===== src/rtl/l2rf_pkg.sv =====
// Shared state types for the cache refresh handshake controller.
package l2rf_pkg;
    // Request pulse recogniser progress.
    typedef enum logic [1:0] {
        DET_IDLE = 2'd0,
        DET_LOW  = 2'd1,
        DET_HIGH = 2'd2
    } det_st_t;

    // Grant and refresh window progress.
    typedef enum logic [1:0] {
        GR_IDLE = 2'd0,
        GR_LOW  = 2'd1,
        GR_HIGH = 2'd2,
        GR_REF  = 2'd3
    } gr_st_t;
endpackage


===== src/rtl/l2rf_mode_latch.sv =====
// Latches the refresh-mode strap from the handshake wire at the first clock
// after reset release. Assumes the wire rests at its strap level during reset.
module l2rf_mode_latch (
    input  logic clk,
    input  logic rst_n,
    input  logic line_in,
    output logic mode_en
);
    logic armed_q;

    // Capture the wire level once per reset release and hold it.
    always_ff @(posedge clk) begin
        if (!rst_n) begin
            armed_q <= 1'b0;
            mode_en <= 1'b0;
        end else if (!armed_q) begin
            armed_q <= 1'b1;
            mode_en <= line_in;
        end
    end
endmodule


===== src/rtl/l2rf_req_detect.sv =====
// Recognises a low-then-high request pulse on the handshake wire. req_done is
// high in the release clock that follows the high clock. Assumes the caller
// deasserts enable while this side drives the wire.
module l2rf_req_detect
    import l2rf_pkg::*;
(
    input  logic clk,
    input  logic rst_n,
    input  logic enable,
    input  logic line_in,
    output logic req_done
);
    det_st_t st_q;

    // Step through the pulse shape, and drop malformed or interrupted pulses.
    always_ff @(posedge clk) begin
        if (!rst_n || !enable) begin
            st_q <= DET_IDLE;
        end else begin
            case (st_q)
                DET_IDLE: st_q <= line_in ? DET_IDLE : DET_LOW;
                DET_LOW:  st_q <= line_in ? DET_HIGH : DET_IDLE;
                default:  st_q <= DET_IDLE;
            endcase
        end
    end

    // Request complete in the release clock.
    always_comb req_done = (st_q == DET_HIGH);
endmodule


===== src/rtl/l2rf_grant_fsm.sv =====
// Holds pending requests, issues the grant pulse after an idle bus clock, and
// times the refresh window. Assumes req_done is a one-clock strobe.
module l2rf_grant_fsm
    import l2rf_pkg::*;
#(
    parameter int REFRESH_CLKS = 20
) (
    input  logic clk,
    input  logic rst_n,
    input  logic mode_en,
    input  logic req_done,
    input  logic bus_idle,
    output logic line_oe,
    output logic line_out,
    output logic cache_busy
);
    localparam int CNT_W = $clog2(REFRESH_CLKS + 1);
    localparam logic [CNT_W-1:0] REF_LAST = CNT_W'(REFRESH_CLKS - 1);

    gr_st_t           st_q;
    logic [CNT_W-1:0] cnt_q;
    logic             pend_q;
    logic             grant_go;

    // A grant may start from idle when a request waits and the bus was idle.
    always_comb grant_go = mode_en && pend_q && bus_idle && (st_q == GR_IDLE);

    // Remember a finished request until its grant starts.
    always_ff @(posedge clk) begin
        if (!rst_n) pend_q <= 1'b0;
        else        pend_q <= (pend_q && !grant_go) || req_done;
    end

    // Sequence the grant pulse and the refresh window.
    always_ff @(posedge clk) begin
        if (!rst_n) begin
            st_q  <= GR_IDLE;
            cnt_q <= '0;
        end else begin
            case (st_q)
                GR_IDLE: if (grant_go) st_q <= GR_LOW;
                GR_LOW:  st_q <= GR_HIGH;
                GR_HIGH: begin
                    st_q  <= GR_REF;
                    cnt_q <= REF_LAST;
                end
                default: begin
                    if (cnt_q == '0) st_q <= GR_IDLE;
                    else             cnt_q <= cnt_q - 1'b1;
                end
            endcase
        end
    end

    // Drive the wire during the grant pulse and flag busy while not idle.
    always_comb begin
        line_oe    = (st_q == GR_LOW) || (st_q == GR_HIGH);
        line_out   = (st_q == GR_HIGH);
        cache_busy = (st_q != GR_IDLE);
    end
endmodule


===== src/rtl/l2rf_handshake_ctl.sv =====
// Controller side of the cache refresh handshake wire. Latches the mode strap,
// detects requests, and answers with grants while gating cache access.
// Assumes an external tri-state pad that merges line_oe/line_out into line_in.
module l2rf_handshake_ctl #(
    parameter int REFRESH_CLKS = 20
) (
    input  logic clk,
    input  logic rst_n,
    input  logic line_in,
    output logic line_oe,
    output logic line_out,
    input  logic bus_idle,
    output logic cache_busy
);
    logic mode_en;
    logic det_en;
    logic req_done;

    l2rf_mode_latch u_mode (
        .clk     (clk),
        .rst_n   (rst_n),
        .line_in (line_in),
        .mode_en (mode_en)
    );

    // Listen only in refresh mode and never to our own drive.
    always_comb det_en = mode_en && !line_oe;

    l2rf_req_detect u_det (
        .clk      (clk),
        .rst_n    (rst_n),
        .enable   (det_en),
        .line_in  (line_in),
        .req_done (req_done)
    );

    l2rf_grant_fsm #(.REFRESH_CLKS(REFRESH_CLKS)) u_grant (
        .clk        (clk),
        .rst_n      (rst_n),
        .mode_en    (mode_en),
        .req_done   (req_done),
        .bus_idle   (bus_idle),
        .line_oe    (line_oe),
        .line_out   (line_out),
        .cache_busy (cache_busy)
    );
endmodule


===== config.mk =====
export PLATFORM = sky130hd
export DESIGN_NAME = l2rf_handshake_ctl
export DESIGN_NICKNAME = d
export VERILOG_FILES = /design/src/rtl/l2rf_pkg.sv /design/src/rtl/l2rf_mode_latch.sv /design/src/rtl/l2rf_req_detect.sv /design/src/rtl/l2rf_grant_fsm.sv /design/src/rtl/l2rf_handshake_ctl.sv
export SDC_FILE = /design/constraint.sdc
export NUM_CORES = 1
export LEC_CHECK = 0
export ABC_CLOCK_PERIOD_IN_PS = 3200
export BUFFER_PORTS_ARGS = -buffer_cell sky130_fd_sc_hd__buf_2
export CAP_MARGIN = 20
export CORE_AREA = 2 2 39 41
export CTS_CLUSTER_SIZE = 25
export DETAILED_ROUTE_END_ITERATION = 10
export DIE_AREA = 0 0 41 43
export GPL_ROUTABILITY_DRIVEN = 0
export SLEW_MARGIN = 20
export SYNTH_ARGS = -nofsm -noshare
export SYNTH_HDL_FRONTEND = slang
export SYNTH_HIERARCHICAL = 1
export SYNTH_SLANG_ARGS = --single-unit

===== constraint.sdc =====
create_clock -name clk -period 3.2 [get_ports clk]
set_input_delay 0.48 -clock clk [delete_from_list [all_inputs] [get_ports clk]]
set_output_delay 0.48 -clock clk [all_outputs]
set_load 0.05 [all_outputs]

==> impl_metrics.ini <==
[floorplanning]
rows = 14
core_region_area_mm2 = 0.00138
io_pins = 7
die_h_um = 43
initial_core_util_pct = 43.5
die-area_mm2 = 0.00176
die_w_um = 41

[detailed_routing]
drt-pass1-iter-count = 3
drt-met1-wl_um = 568
drt-initial-drc-count = 8
drtAntennaViolNets = 0
vias = 475
routed.top_layer = met4
wl_um = 1060
viasPerCell = 5.22
drc = 0
wire_per_inst_um = 11.6
met2_length_um = 442
wl_met3_um = 33

[global_routing]
grt_usage_pct = 15.4
grt.overflow.total = 0
grt_max_degree = 12
grt_pass1_vias = 420
grt_pass1_wl_um = 1780
antenna_found_initial = 0

[sta]
fmax_mhz = 550
slew_headroom_pct = 76.9
worstMarginPinSlew_ns = 0.347
hold_slack_ns = 0.419
finClkSkew_ns = 0.00472
setup_tns_ns = 0
fin_crit_ns = 1.82
setup_viol = 0
rsz0062_at_grt = no
maxSlewViolCount = 0
fin_ws_ns = 1.38
hold_viol_final = 0
min_period_over_period_pct = 56.8

[worst_hold_path]
hp-class = primary input to flip-flop

[power]
vdd_drop_max_v = 0.000293
p_per_area_mw_per_mm2 = 526
leakagePower_uw = 0.000266

[setup_path]
worstSetupEndpointType = output pin
required_ns = 2.72
setup.worst_path.start_class = flip-flop
cp_max_fo = 11
arrival_ns = 1.34
path_class = flip-flop to output pin

[layout]
drive_above_1_share_pct = 18.7
antenna_cells = 0
final_nets = 85
area_growth_pct = 11.4
post_layout_nonfiller_instances = 91

[clocking]
cts_tree = yes
holdBufCountCts = 0
clk_pin_slew_ns = 0.07
cts_buffers = 3
worstSkewPairLatency_ns = 0.26
cts_resized = 0
htreeDepth = 1
post_cts_buffers = 0
cts_max_path_buffers = 2
clock-sinks = 12
root_buffer = clkbuf_4

[place]
dp.cells = 88
portBuffers = 6
post-dp-hpwl_um = 778
place_ws_ns = 1.52

[logic_synthesis]
synth_area_um2 = 602
synth_cell_types = 28
seq_area_frac_synth_pct = 39.9
synth-edff-count = 0
yosys.area.top_type = dfxtp_1
syn_nets = 75
syn_area_per_cell_um2 = 8.98
ys_warn_count = 6
synthTopCellsByCount = dfxtp_1, nand2_1, inv_1, ha_1
yosys_register_bits = 12
synthArstFlopShare_pct = 0
yosysMostFrequentCell = dfxtp_1
synth_flop_cell = dfxtp_1
synth_top_area_share_pct = 39.9
synth_area_leaders = dfxtp_1, ha_1, nand2_1
netlist_instances = 67

[status]
status = finished clean

[job]
cap_violations = 0
-- state kept, by name (all words and copies together), names as in the netlist --
signal and cells:
u_mode/armed_q 1, u_grant/cnt_q 5, u_det/st_q 2, u_grant/st_q 2, u_grant/pend_q 1, u_mode/mode_en 1
-- metrics by stage --
stage | util, % | total power, uW | instance area, um2
final | 48.5 | 353 | 671
after CTS | 48.5 | 356 | 671
after global routing | 48.5 | 374 | 671
after global placement | 46.8 | 268 | 648
after detailed placement | 46.8 | 268 | 648
after floorplan | - | 248 | 602
-- cell type report --
| type | instances | area (um2) |
|---|---|---|
| Clock buffer | 3 | 22.5 |
| Fill cell | 130 | 713 |
| Inverter | 7 | 26.3 |
| Multi-Input combinational cell | 47 | 332 |
| Sequential cell | 12 | 240 |
| Tap cell | 16 | 20.0 |
| Timing Repair Buffer | 6 | 30.0 |
-- layout by cell type, fill, tap and decap left out, drive strengths merged, types with 3 or more instances in the layout --
cell type,instances
ha,4
nor2b,3
nand2,9
nor3,3
inv,7
nor2,3
dfxtp,12
buf,6
a21oi,3
clkbuf,3
-- worst max-delay path: stages, from the launching register on --
cell     delay, ns
dfxtp_1       0.36
inv_1         0.07
ha_1          0.30
inv_1         0.08
buf_2         0.25
-- per-layer routing --
metal,track usage [%],up-vias
met2,18.4,6
li1,-,256
met4,12.0,0
met1,22.8,211
met5,0,-
met3,3.14,2
-- power by group --
group	total [uW]	leakage, uW	switching [uW]	internal [uW]
clock	86.9	0.0000138	43.5	43.4
sequential	158	0.0000973	3.23	155
combinational	107	0.000154	72.8	34.7
-- cells by family after synthesis --
| kind of cell | synth area share [%] |
|---|---|
| buffers and inverters | 4.99 |
| AO/OA/AOI/OAI | 17.0 |
| AND/OR/NAND/NOR | 26.4 |
| flip-flops | 39.9 |
| adder cells (fa/ha/maj) | 8.32 |
| multiplexers | 3.33 |
-- final timing paths --
| check | cells after the start | slack (ns) | endpoint | startpoint |
|---|---|---|---|---|
| max | 4 | 1.38 | cache_busy | u_grant/st_q[1] |
| max reg2reg | 5 | 1.52 | u_grant/cnt_q[0] | u_grant/cnt_q[1] |
| min | 2 | 0.42 | u_det/st_q[0] | line_in |
| min reg2reg | 1 | 0.45 | u_det/st_q[0] | u_det/st_q[1] |
Note: power is estimated with default switching activity, not from simulation.
